[config.mk]
export PLATFORM = sky130hd
export DESIGN_NAME = dec_field_cmp
export DESIGN_NICKNAME = d
export VERILOG_FILES = /design/src/rtl/dfc_pkg.sv /design/src/rtl/dfc_seq.sv /design/src/rtl/dfc_sign.sv /design/src/rtl/dfc_mag.sv /design/src/rtl/dfc_resolve.sv /design/src/rtl/dec_field_cmp.sv
export SDC_FILE = /design/constraint.sdc
export NUM_CORES = 1
export LEC_CHECK = 0
export BUFFER_PORTS_ARGS = -buffer_cell sky130_fd_sc_hd__buf_4
export CAP_MARGIN = 20
export CORE_MARGIN = 1
export CORE_UTILIZATION = 30
export DETAILED_ROUTE_END_ITERATION = 10
export SETUP_SLACK_MARGIN = 0.2
export SYNTH_ARGS = -nofsm -noshare
export SYNTH_HDL_FRONTEND = slang
export SYNTH_SLANG_ARGS = --single-unit
[constraint.sdc]
create_clock -name clk -period 2.7 [get_ports clk]
set_clock_uncertainty 0.2 [all_clocks]
set_input_delay 0 -clock clk [delete_from_list [all_inputs] [get_ports clk]]
set_output_delay 0 -clock clk [all_outputs]
set_load 0.005 [all_outputs]
[src/rtl/dfc_pkg.sv]
package dfc_pkg;

    localparam int DFC_MAX_LEN  = 100;
    localparam int DFC_UNIT_W   = 8;
    localparam int DFC_DIG_W    = 4;
    localparam int DFC_DIG_MAX  = 9;
    localparam logic [3:0] DFC_MINUS = 4'hD;

    typedef enum logic [1:0] {
        RES_EQ  = 2'b00,
        RES_LO  = 2'b01,
        RES_HI  = 2'b10,
        RES_BAD = 2'b11
    } cmp_res_e;

    typedef enum logic [1:0] {
        MODE_UN = 2'b00,
        MODE_SN = 2'b01,
        MODE_AL = 2'b10
    } field_mode_e;

    typedef enum logic [1:0] {
        PH_IDLE = 2'b00,
        PH_SIGN = 2'b01,
        PH_MAG  = 2'b10
    } phase_e;

    function automatic field_mode_e decode_mode(input logic [1:0] m);
        if (m[1])
            return MODE_AL;
        else if (m[0])
            return MODE_SN;
        else
            return MODE_UN;
    endfunction

    function automatic logic is_minus(input logic [3:0] s);
        return s == DFC_MINUS;
    endfunction

    function automatic cmp_res_e flip_res(input cmp_res_e r);
        case (r)
            RES_HI:  return RES_LO;
            RES_LO:  return RES_HI;
            default: return r;
        endcase
    endfunction

endpackage

[src/rtl/dfc_seq.sv]
module dfc_seq
    import dfc_pkg::*;
#(
    parameter int MAX_LEN = DFC_MAX_LEN,
    parameter int LEN_W   = $clog2(MAX_LEN + 1)
) (
    input  logic             clk,
    input  logic             rst,
    input  logic             start,
    input  logic [LEN_W-1:0] len_in,
    input  logic [1:0]       mode_in,
    input  logic             unit_valid,
    output field_mode_e      mode_q,
    output logic             sign_take,
    output logic             mag_take,
    output logic             done_q
);
    phase_e           phase;
    logic [LEN_W-1:0] remain;
    logic [LEN_W-1:0] len_eff;
    field_mode_e      mode_new;

    always_comb begin
        if (len_in == '0)
            len_eff = LEN_W'(1);
        else if (len_in > LEN_W'(MAX_LEN))
            len_eff = LEN_W'(MAX_LEN);
        else
            len_eff = len_in;
    end

    assign mode_new  = decode_mode(mode_in);
    assign sign_take = (phase == PH_SIGN) && unit_valid && !start;
    assign mag_take  = (phase == PH_MAG) && unit_valid && !start;

    always_ff @(posedge clk) begin
        if (rst) begin
            phase  <= PH_IDLE;
            remain <= '0;
            mode_q <= MODE_UN;
            done_q <= 1'b0;
        end else begin
            done_q <= 1'b0;
            if (start) begin
                mode_q <= mode_new;
                remain <= len_eff;
                phase  <= (mode_new == MODE_SN) ? PH_SIGN : PH_MAG;
            end else if (sign_take) begin
                phase <= PH_MAG;
            end else if (mag_take) begin
                remain <= remain - LEN_W'(1);
                if (remain == LEN_W'(1)) begin
                    phase  <= PH_IDLE;
                    done_q <= 1'b1;
                end
            end
        end
    end
endmodule

[src/rtl/dfc_sign.sv]
module dfc_sign
    import dfc_pkg::*;
#(
    parameter int DIG_W = DFC_DIG_W
) (
    input  logic             clk,
    input  logic             rst,
    input  logic             clear,
    input  logic             take,
    input  logic [DIG_W-1:0] a_sign,
    input  logic [DIG_W-1:0] b_sign,
    output logic             a_neg,
    output logic             b_neg
);
    always_ff @(posedge clk) begin
        if (rst || clear) begin
            a_neg <= 1'b0;
            b_neg <= 1'b0;
        end else if (take) begin
            a_neg <= is_minus(4'(a_sign));
            b_neg <= is_minus(4'(b_sign));
        end
    end
endmodule

[src/rtl/dfc_mag.sv]
module dfc_mag
    import dfc_pkg::*;
#(
    parameter int UNIT_W = DFC_UNIT_W,
    parameter int DIG_W  = DFC_DIG_W
) (
    input  logic              clk,
    input  logic              rst,
    input  logic              clear,
    input  logic              take,
    input  field_mode_e       mode,
    input  logic [UNIT_W-1:0] a_unit,
    input  logic [UNIT_W-1:0] b_unit,
    output cmp_res_e          mag_res,
    output logic              a_nz,
    output logic              b_nz,
    output logic              bad
);
    localparam logic [DIG_W-1:0] DIG_LIMIT = DIG_W'(DFC_DIG_MAX);

    logic [DIG_W-1:0] a_dig, b_dig;
    logic             numeric;
    cmp_res_e         step_res;

    assign a_dig   = a_unit[DIG_W-1:0];
    assign b_dig   = b_unit[DIG_W-1:0];
    assign numeric = (mode != MODE_AL);

    always_comb begin
        step_res = RES_EQ;
        if (numeric) begin
            if (a_dig > b_dig)
                step_res = RES_HI;
            else if (a_dig < b_dig)
                step_res = RES_LO;
        end else begin
            if (a_unit > b_unit)
                step_res = RES_HI;
            else if (a_unit < b_unit)
                step_res = RES_LO;
        end
    end

    always_ff @(posedge clk) begin
        if (rst || clear) begin
            mag_res <= RES_EQ;
            a_nz    <= 1'b0;
            b_nz    <= 1'b0;
            bad     <= 1'b0;
        end else if (take) begin
            if (mag_res == RES_EQ)
                mag_res <= step_res;
            a_nz <= a_nz || (a_dig != '0);
            b_nz <= b_nz || (b_dig != '0);
            bad  <= bad || (numeric && ((a_dig > DIG_LIMIT) || (b_dig > DIG_LIMIT)));
        end
    end
endmodule

[src/rtl/dfc_resolve.sv]
module dfc_resolve
    import dfc_pkg::*;
(
    input  field_mode_e mode,
    input  cmp_res_e    mag_res,
    input  logic        a_neg,
    input  logic        b_neg,
    input  logic        a_nz,
    input  logic        b_nz,
    input  logic        bad,
    output cmp_res_e    final_res
);
    always_comb begin
        if (bad)
            final_res = RES_BAD;
        else if (mode != MODE_SN)
            final_res = mag_res;
        else if (a_neg != b_neg)
            final_res = (!a_nz && !b_nz) ? RES_EQ : (a_neg ? RES_LO : RES_HI);
        else if (a_neg)
            final_res = flip_res(mag_res);
        else
            final_res = mag_res;
    end
endmodule

[src/rtl/dec_field_cmp.sv]
module dec_field_cmp
    import dfc_pkg::*;
#(
    parameter int  MAX_LEN = DFC_MAX_LEN,
    parameter int  UNIT_W  = DFC_UNIT_W,
    parameter int  DIG_W   = DFC_DIG_W,
    localparam int LEN_W   = $clog2(MAX_LEN + 1)
) (
    input  logic              clk,
    input  logic              rst,
    input  logic              start,
    input  logic [LEN_W-1:0]  length,
    input  logic [1:0]        mode,
    input  logic              unit_valid,
    input  logic [UNIT_W-1:0] a_unit,
    input  logic [UNIT_W-1:0] b_unit,
    output logic              done,
    output logic [1:0]        result,
    output logic              invalid
);
    field_mode_e mode_q;
    logic        sign_take, mag_take;
    logic        a_neg, b_neg, a_nz, b_nz, bad;
    cmp_res_e    mag_res, final_res;

    dfc_seq #(.MAX_LEN(MAX_LEN), .LEN_W(LEN_W)) u_seq (
        .clk(clk), .rst(rst), .start(start), .len_in(length), .mode_in(mode),
        .unit_valid(unit_valid), .mode_q(mode_q), .sign_take(sign_take),
        .mag_take(mag_take), .done_q(done)
    );

    dfc_sign #(.DIG_W(DIG_W)) u_sign (
        .clk(clk), .rst(rst), .clear(start), .take(sign_take),
        .a_sign(a_unit[DIG_W-1:0]), .b_sign(b_unit[DIG_W-1:0]),
        .a_neg(a_neg), .b_neg(b_neg)
    );

    dfc_mag #(.UNIT_W(UNIT_W), .DIG_W(DIG_W)) u_mag (
        .clk(clk), .rst(rst), .clear(start), .take(mag_take), .mode(mode_q),
        .a_unit(a_unit), .b_unit(b_unit), .mag_res(mag_res),
        .a_nz(a_nz), .b_nz(b_nz), .bad(bad)
    );

    dfc_resolve u_resolve (
        .mode(mode_q), .mag_res(mag_res), .a_neg(a_neg), .b_neg(b_neg),
        .a_nz(a_nz), .b_nz(b_nz), .bad(bad), .final_res(final_res)
    );

    assign result  = final_res;
    assign invalid = bad;
endmodule

Word-level counts from Yosys, hierarchy flattened --
Cells that the tools add are included.
Storage, ports and cells: latch bits 0, register bits 19, ROM bits 0, RAM bits 0, input port bits 29, logic and storage cells 81, output and inout port bits 4, memories kept 0
Cells by class: bitwise operators 1, magnitude comparators 7, reductions and logical operators 25, eq/ne operators 12, divide/modulo/power cells 0, shift-type cells 0, add/sub/neg operators 1, multiplexer cells 25, multipliers 0
Operator list (number):
- $mux 7 | 5
- $mux 2 | 15
- $eq 4x4->1 const B | 2
- $gt 4x4->1 const B | 2
- $gt 8x8->1 | 1
- $lt 8x8->1 | 1
- $reduce_bool 4->1 | 2
- $eq 7x1->1 const B | 1
- $gt 7x7->1 const B | 1
- $logic_not 7->1 | 1
- $sub 7x1->7 const B | 1
- $eq 2x1->1 const B | 3
- $logic_and 1x1->1 | 6
- $reduce_and 2->1 | 3
- $reduce_bool 3->1 | 2
- $logic_or 1x1->1 | 5
- $eq 2x2->1 const B | 2
- $gt 4x4->1 | 1
- $lt 4x4->1 | 1
- $mux 1 | 4
- $ne 2x2->1 const B | 2
- $pmux 2 s2 | 1
- $reduce_or 4->1 | 1
- $logic_not 1->1 | 3
- 5 further kinds | 5

Depth between registers and ports, before layout --
Gate-level depths: netlist (run 1).
depth after elaboration 6, mapped depth 7, mapped depth without buffers 7

Cells and area by module --
From an unflattened synthesis (run 1), not the netlist that was laid out.
Unflattened totals: cells, all modules 147, area, all modules 1262.5 um^2
By module, submodules not included:
- dfc_seq | area each 660.6 um^2, cells each 75, sequential area each 240.2 um^2, instances 1
- dfc_mag | area each 430.4 um^2, cells each 52, sequential area each 100.1 um^2, instances 1
- dfc_sign | area each 96.3 um^2, cells each 9, sequential area each 40.0 um^2, instances 1
- dfc_resolve | area each 75.1 um^2, cells each 11, sequential area each 0.0 um^2, instances 1

Worst setup path before layout (run 1) --
No wires, ideal clock.
path kind reg2reg, from register u_seq.phase[0], to register u_seq.remain[4], arrival 1138 ps, required time 2366 ps, clock period less this slack 1472 ps, cell stages (with the launch flop) 7, setup time 134 ps, slack 1228 ps, path buffers 1, cells stage by stage dfxtp_1 and3b_1 buf_6 nand2_4 o31a_1 nor3_1 a211oi_1
Between the ends: cells in the longest elaborated chain, start to end 5, elaborated cells between the ends (all ways) 9, classes of those cells 3 x eq/ne; 6 x reduce/logical
Ends and longest elaborated chain:
- start, declared | RTL line dfc_seq.sv:18 | phase_e phase;
- start signal, assigned | RTL line dfc_seq.sv:47 | phase <= (mode_new == MODE_SN) ? PH_SIGN : PH_MAG;
- $eq 2x1->1 or $eq 2x2->1 (tied branches) | RTL line dfc_seq.sv:33, dfc_seq.sv:34
- $logic_and 1x1->1 (on tied branches) (2 in series) | RTL line dfc_seq.sv:33, dfc_seq.sv:34
- $ne 2x2->1 (no line) or $reduce_bool 2->1 (tied branches)
- $reduce_and 2->1 (no line) (*)
- end signal, assigned | RTL line dfc_seq.sv:46 | remain <= len_eff;
- end signal, assigned | RTL line dfc_seq.sv:51 | remain <= remain - LEN_W'(1);
- end, declared | RTL line dfc_seq.sv:19 | logic [LEN_W-1:0] remain;
Every way passes the cells marked *; elsewhere a longest branch is shown, timed or not. A chain may end at the register's enable or synchronous reset.

Worst setup path after layout (run 1) --
from input length[5], to register u_seq.remain[2]
Between the ends: cells in the longest elaborated chain, start to end 4, elaborated cells between the ends (all ways) 5, classes of those cells 1 x order compare; 3 x mux; 1 x reduce/logical
Ends and longest elaborated chain:
- start, declared | RTL line dec_field_cmp.sv:12 | input logic [LEN_W-1:0] length,
- $gt 7x7->1 | RTL line dfc_seq.sv:26 | else if (len_in > LEN_W'(MAX_LEN))
- $mux 7 | RTL line dfc_seq.sv:26
- $mux 7 (*) | RTL line dfc_seq.sv:24 | if (len_in == '0)
- $mux 7 (*) | RTL line dfc_seq.sv:44 | if (start) begin
Marks and branches as above.

==> out/metrics.yaml, run 1 <==
drive_above_1_share: 0.193
post-route-drc-count: 0
syn_nets: 195
fin_crit_sh: 0.863
cts_sinks: 19
ir_drop_mv: 0.266
critPathBufInv: 4
post-dp-hpwl_mm: 2.11
syn_area_per_cell_um2: 7.81
rows: 22
maxSlewHeadroom: 0.759
clk_path_buf_depth: 2
wl_met2_mm: 1.37
hold_viol: 0
antenna_cells: 0
gp_congestion: 0.720
yosysUniqueCellTypes: 38
arrival_ns: 2.33
die_y_um: 65.7
synthToLayoutAreaGrowth_pct: 46.4
worstHoldPathCells: 5
synthCells: 156
fin_setup_tns_ns: 0
cts_buffers: 3
grt-ovfl-total: 0
worstSetupPathType: "primary input to flip-flop"
worst-slew-pin-transition_ns: 0.358
start_util: 0.323
syn_area_um2: 1220
critPathTopFamily: "buffers and inverters"
cts_tree: "done"
cts.reportedPaths.clkPinSlew_ns: 0.07
slowest_stage: "dlygate4sd3_1"
rsz0062_at_grt: "no"
design.core.area_um2: 3770
cts_root_buffer: "clkbuf_8"
grt_max_degree: 21
crit_path_frequent_cell: "dlygate4sd3_1"
slew_viol_final: 0
viasPerCell: 4.88
post_cts_resize_count: 0
wl_per_cell_um: 11.3
cellPowerDensity_nw_per_um2: 373
nNetsFinal: 252
grt_pass1_wl_mm: 5.09
h-tree-depth: 1
r2r-start: "u_seq.phase[0]"
crit_start: "length[5]"
drt-total-wl_mm: 2.94
start_kind: "primary input"
finalSetupViolations: 0
r2r_cells: 5
final_util: 0.473
io_buffers: 32
endpoint: "u_seq.remain[2]"
dr_wl_met3_um: 121
grt_pass1_vias: 1188
netlist.area_leader.share: 0.312
antenna_found_initial: 0
max_cap_violations: 0
drt_iter0_drc: 51
ant_nets: 0
synth_top_cell_by_area: "dfxtp_1"
ys_warn_count: 0
status: "completed"
fin_crit_ns: 2.33
vias: 1270
crit_path_cell_trace: "dlygate4sd3_1 -> buf_4 -> nand2_1 -> nor2_1 -> nor2_1 -> dlygate4sd3_1 -> a211oi_1 -> dlygate4sd3_1"
yosys_register_bits: 19
max_freq_mhz: 429
die_x_um: 65.7
ios: 33
dr.pass1.iters: 4
hold_class: "primary input to flip-flop"
cp.depth: 8
cp_max_fo: 5
yosysSeqAreaShare: 0.312
end_kind: "flip-flop"
reg2reg_to: "u_seq.remain[1]"
wl_met1_mm: 1.43
place_area_um2: 1490
insertion_delay_ns: 0.25
cpPeakStageDelay_ns: 0.58
rrSetupSlack_ns: 0.60
grt.total_usage: 0.150
dieArea_um2: 4320
leakagePower_uw: 0.000787
highest_layer: "met4"
critPathRequiredTime_ns: 2.70
fin_area_um2: 1780
synth.area.top_cells: "dfxtp_1, ha_1, a21oi_1"
[report_power, final]
part | switching, uW | leakage (uW) | total (uW) | internal, uW
registers | 12.2 | 0.000155 | 305 | 293
clock network | 90.0 | 0.0000228 | 195 | 105
logic | 73.3 | 0.000609 | 166 | 92.7
[worst min-delay path by stage]
stage                    from              end  slack (ns)
finish              b_unit[2]        u_mag.bad        0.02
global route        b_unit[2]        u_mag.bad        0.08
CTS                 b_unit[2]        u_mag.bad        0.02
detailed placement    mode[1]  u_seq.mode_q[1]        0.06
global placement      mode[1]  u_seq.mode_q[1]        0.05
floorplan           length[6]  u_seq.remain[6]       -0.05
[layout by cell type (no fill, tap or decap), types with 2 or more instances in the layout]
cell type and instances:
a211oi_1 2, a21oi_1 18, a22oi_1 2, buf_4 32
clkbuf_8 3, dfxtp_1 19, dlygate4sd3_1 25, ha_1 10
inv_1 11, mux2i_1 2, nand2_1 17, nand2b_1 3
nand3_1 3, nand3b_1 3, nand4_1 2, nor2_1 19
nor2b_1 3, nor3_1 4, nor4_1 3, o21ai_0 9
or4_1 2, xnor2_1 3
[registers in the layout, summed over array words and instances (netlist names)]
name / count
u_mag.a_nz: 1
u_mag.b_nz: 1
u_mag.bad: 1
u_mag.mag_res: 2
u_seq.done_q: 1
u_seq.mode_q: 2
u_seq.phase: 2
u_seq.remain: 7
u_sign.a_neg: 1
u_sign.b_neg: 1
[cells by family after synthesis]
family                   after synthesis  share of synthesized area
AND/OR/NAND/NOR                       66                      0.282
adder cells (fa/ha/maj)               10                      0.103
XOR/XNOR                               4                     0.0288
AO/OA/AOI/OAI                         39                      0.199
multiplexers                           2                     0.0164
buffers and inverters                 16                     0.0585
flip-flops                            19                      0.312
[repair_timing]
item / 4_1_cts / 5_1_grt
setup buffers: 0 / 0
hold buffers: 25 / 0
endpoints found under the hold margin: 17 / 0
[metal layers]
layer,track usage,vias up
met5,0,-
met1,0.194,579
met4,0.0245,0
li1,-,663
met3,0.0347,2
met2,0.253,26
[Yosys cell counts]
library cell,number
xnor2_1,3
nor4_2,1
or4_1,2
inv_1,11
o31a_1,1
a21oi_1,18
buf_2,3
buf_6,1
or2_1,1
nand3_1,3
nor3_1,4
a32o_1,1
and4bb_2,1
o21ai_0,9
nor4_1,3
clkbuf_1,1
and3b_2,1
nor2_1,19
and3b_1,1
mux2i_1,2
a22oi_1,2
nor2b_1,3
xor2_1,1
a211o_2,1
nand2_1,17
nand2b_1,3
nand4_1,2
and2_1,1
ha_1,10
nand2_4,1
o41ai_2,1
dfxtp_1,19
a311oi_1,1
o21a_1,1
o41ai_1,1
a211oi_1,2
o211ai_1,1
nand3b_1,3
[through the flow]
step	worst slack [ns]	total power, uW	hold WS [ns]	cells
2_1_floorplan	1.23	393	-0.0532	156
3_3_place_gp	1.12	447	0.0502	231
5_1_grt	0.295	709	0.0758	260
3_5_place_dp	1.09	447	0.0574	231
6_report	0.369	666	0.0228	260
4_1_cts	0.476	672	0.0173	260
[layout make-up]
class	instances	area [um^2]
Fill cell	367	1990
Clock buffer	4	45.0
Tap cell	48	60.1
Inverter	11	41.3
Sequential cell	19	380
Multi-Input combinational cell	121	767
Timing Repair Buffer	57	490
[tightest hold or removal path, stage by stage]
cell and delay, ns:
buf_4 0.09, o21ai_0 0.08, a21oi_1 0.13, a21oi_1 0.07, nor2_1 0.07
Note: power is estimated with default switching activity, not from simulation.
==> run 2, diff against run 1 <==
- ABC_AREA: default -> 1
- CORE_UTILIZATION: 30 -> 32
==> out/metrics.yaml, run 2 <==
status: "completed"  # unchanged
drt_iter0_drc: 58  # was 51
cts_buffers: 3  # unchanged
antenna_cells: 0  # unchanged
die_y_um: 66.7  # was 65.7 um
h-tree-depth: 1  # unchanged
top_register: "u_seq.remain"  # unchanged
grt_pass1_vias: 1334  # was 1188
fin_crit_ns: 2.35  # was 2.33 ns
post-route-drc-count: 0  # unchanged
synth.area.top_cells: "dfxtp_1, nand2_1, inv_1"  # was dfxtp_1, ha_1, a21oi_1
ios: 33  # unchanged
start_util: 0.334  # was 0.323
syn_area_per_cell_um2: 6.56  # was 7.81 um^2
worstSetupPathType: "primary input to flip-flop"  # unchanged
cpPeakStageDelay_ns: 0.57  # was 0.58 ns
cts_sinks: 19  # unchanged
dr.pass1.iters: 4  # unchanged
wl_per_cell_um: 9.94  # was 11.3 um
crit_path_frequent_cell: "dlygate4sd3_1"  # unchanged
clk_path_buf_depth: 2  # unchanged
yosys_register_bits: 19  # unchanged
syn_area_um2: 1340  # was 1220 um^2
grt-ovfl-total: 0  # unchanged
cts.reportedPaths.clkPinSlew_ns: 0.07  # about the same
largest_reg_flops: 7  # unchanged
yosysMostFrequentCell: "nand2_1"
gp_congestion: 0.817  # was 0.720
slowest_stage: "dlygate4sd3_1"  # unchanged
netlist.area_leader.share: 0.284  # was 0.312
rsz0062_at_grt: "no"  # unchanged
power_frac_clock: 0.282  # was 0.293
synth_top_cell_by_area: "dfxtp_1"  # unchanged
maxSlewHeadroom: 0.824  # was 0.759
max_freq_mhz: 425  # was 429 MHz
critPathTopFamily: "buffers and inverters"  # unchanged
post-dp-hpwl_mm: 2.35  # was 2.11 mm
yosysSeqAreaShare: 0.284  # was 0.312
layout_common_cells: "nand2_1, inv_1, buf_4"  # was buf_4, dlygate4sd3_1, nor2_1, dfxtp_1, a21oi_1
critPathBufInv: 4  # unchanged
design.core.area_um2: 4000  # was 3770 um^2
insertion_delay_ns: 0.25  # about the same
mostFrequentLayoutCell: "nand2_1"  # was buf_4
ys_warn_count: 0  # unchanged
hold_viol: 0  # unchanged
hold_class: "primary input to flip-flop"  # unchanged
grt.total_usage: 0.158  # was 0.150
crit_path_cell_trace: "dlygate4sd3_1 -> buf_4 -> nor2_1 -> nand2_1 -> nand3b_1 -> nand3_1 -> dlygate4sd3_1 -> a21oi_1 -> dlygate4sd3_1"  # was dlygate4sd3_1 -> buf_4 -> nand2_1 -> nor2_1 -> nor2_1 -> dlygate4sd3_1 -> a211oi_1 -> dlygate4sd3_1
hold_ws_ns: 0.0485  # was 0.0228 ns
die_x_um: 66.7  # was 65.7 um
swShare: 0.291  # was 0.264
switchingPower_uw: 206  # was 175 uW
ys.flop_type: "dfxtp_1"  # unchanged
ir_drop_mv: 0.207  # was 0.266 mV
ys_async_sr_fraction: 0  # unchanged
finalSetupViolations: 0  # unchanged
synthCells: 204  # was 156
dieArea_um2: 4440  # was 4320 um^2
start_kind: "primary input"  # unchanged
yosysUniqueCellTypes: 28  # was 38
vias: 1459  # was 1270
ant_nets: 0  # unchanged
viasPerCell: 4.55  # was 4.88
drt-total-wl_mm: 3.19  # was 2.94 mm
p_int_uw: 501  # was 490 uW
critPathRequiredTime_ns: 2.69  # was 2.70 ns
nNetsFinal: 311  # was 252
fin_setup_tns_ns: 0  # unchanged
slew_viol_final: 0  # unchanged
synth_edf_count: 0  # unchanged
power_frac_comb: 0.291  # was 0.249
rows: 23  # was 22
synthToLayoutAreaGrowth_pct: 48.6  # was 46.4%
max_cap_violations: 0  # unchanged
io_buffers: 32  # unchanged
pre_cts_slack_ns: 1.20  # was 1.09 ns
worst-slew-pin-transition_ns: 0.263  # was 0.358 ns
cts_root_buffer: "clkbuf_8"  # unchanged
grt_max_degree: 12  # was 21
fin_crit_sh: 0.871  # was 0.863
arrival_ns: 2.35  # was 2.33 ns
layout_setup_ws_ns: 0.348  # was 0.369 ns
cellPowerDensity_nw_per_um2: 356  # was 373 nW/um^2
drive_above_1_share: 0.173  # was 0.193
grt_pass1_wl_mm: 5.49  # was 5.09 mm
seqPwrFrac: 0.427  # was 0.458
end_kind: "flip-flop"  # unchanged
antenna_found_initial: 0  # unchanged
leakagePower_uw: 0.000963  # was 0.000787 uW
cts_tree: "done"  # unchanged
yosys-top-cells-count: "nand2_1, inv_1, nor2_1"  # was dfxtp_1, nor2_1, a21oi_1
cp_max_fo: 3  # was 5
syn_nets: 243  # was 195
==> run 2: cell types whose count changed after synthesis, moves of 3 or more <==
cell      delta
inv_1       +27
nor4_1       -3
xnor2_1      -3
a21oi_1      -4
nor2b_1      -3
o21ai_1      +4
nand2_1     +28
nand2b_1     -3
nor2_1       +4
nor3_1       -4
nand3_1      +8
buf_2        -3
==> run 2: worst min-delay path, stage by stage <==
cell and delay [ns]:
buf_4 0.08, nand2_1 0.07, nand3_1 0.09, nand2_1 0.06
a21oi_1 0.12, nor2_1 0.04
==> run 2: area by class of cell <==
class	instances	area (um^2)
Fill cell	399	2010
Multi-Input combinational cell	143	778
Tap cell	50	62.6
Sequential cell	19	380
Clock inverter	1	5.00
Clock buffer	3	41.3
Timing Repair Buffer	65	568
Inverter	40	153
==> run 2: path summary, 6_finish.rpt <==
check	from	to	slack [ns]	cells past startpoint
worst max-delay path	length[4]	u_seq.remain[1]	0.35	9
worst min-delay path	length[6]	u_seq.remain[4]	0.05	6
worst max register to register	u_seq.phase[1]	u_seq.phase[1]	0.80	6
worst min register to register	u_seq.mode_q[1]	u_seq.mode_q[1]	0.27	2
==> run 2: logic make-up after synthesis <==
group	count (synthesis)	synth area share
xor+xnor	3	0.0196
flops	19	0.284
fa+ha+maj	10	0.0935
simple gates	91	0.299
compound gates	39	0.169
buf+inv	42	0.134
==> run 2: layer usage <==
metal / share of wire / GRT usage / up-vias
met1: 0.50 / 0.207 / 639
met4: 0.0078 / 0.0372 / 0
met5: 0 / 0 / -
li1: - / - / 795
met3: 0.023 / 0.0205 / 2
met2: 0.47 / 0.273 / 23
==> run 2: power by group through the flow <==
stage / clock network, uW / registers [uW] / logic, uW
finish: 199 / 302 / 206
global route: 215 / 304 / 236
global placement: 0 / 309 / 170
floorplan: 0 / 307 / 114
detailed placement: 0 / 309 / 170
CTS: 207 / 302 / 204
==> run 2: per-stage QoR <==
step	cell area, um^2	total power [uW]	std cells	util
floorplan	1340	420	204	-
global placement	1610	478	284	0.404
detailed placement	1610	478	284	0.404
CTS	1980	713	320	0.495
global route	1990	756	321	0.497
finish	1990	707	321	0.497
==> run 2: timing repair <==
action | CTS | global route
hold endpoints to repair | 17 | 0
resized for setup | 0 | 0
setup endpoints to repair | 0 | 1
buffers inserted | 0 | 1
hold buffers | 32 | 0
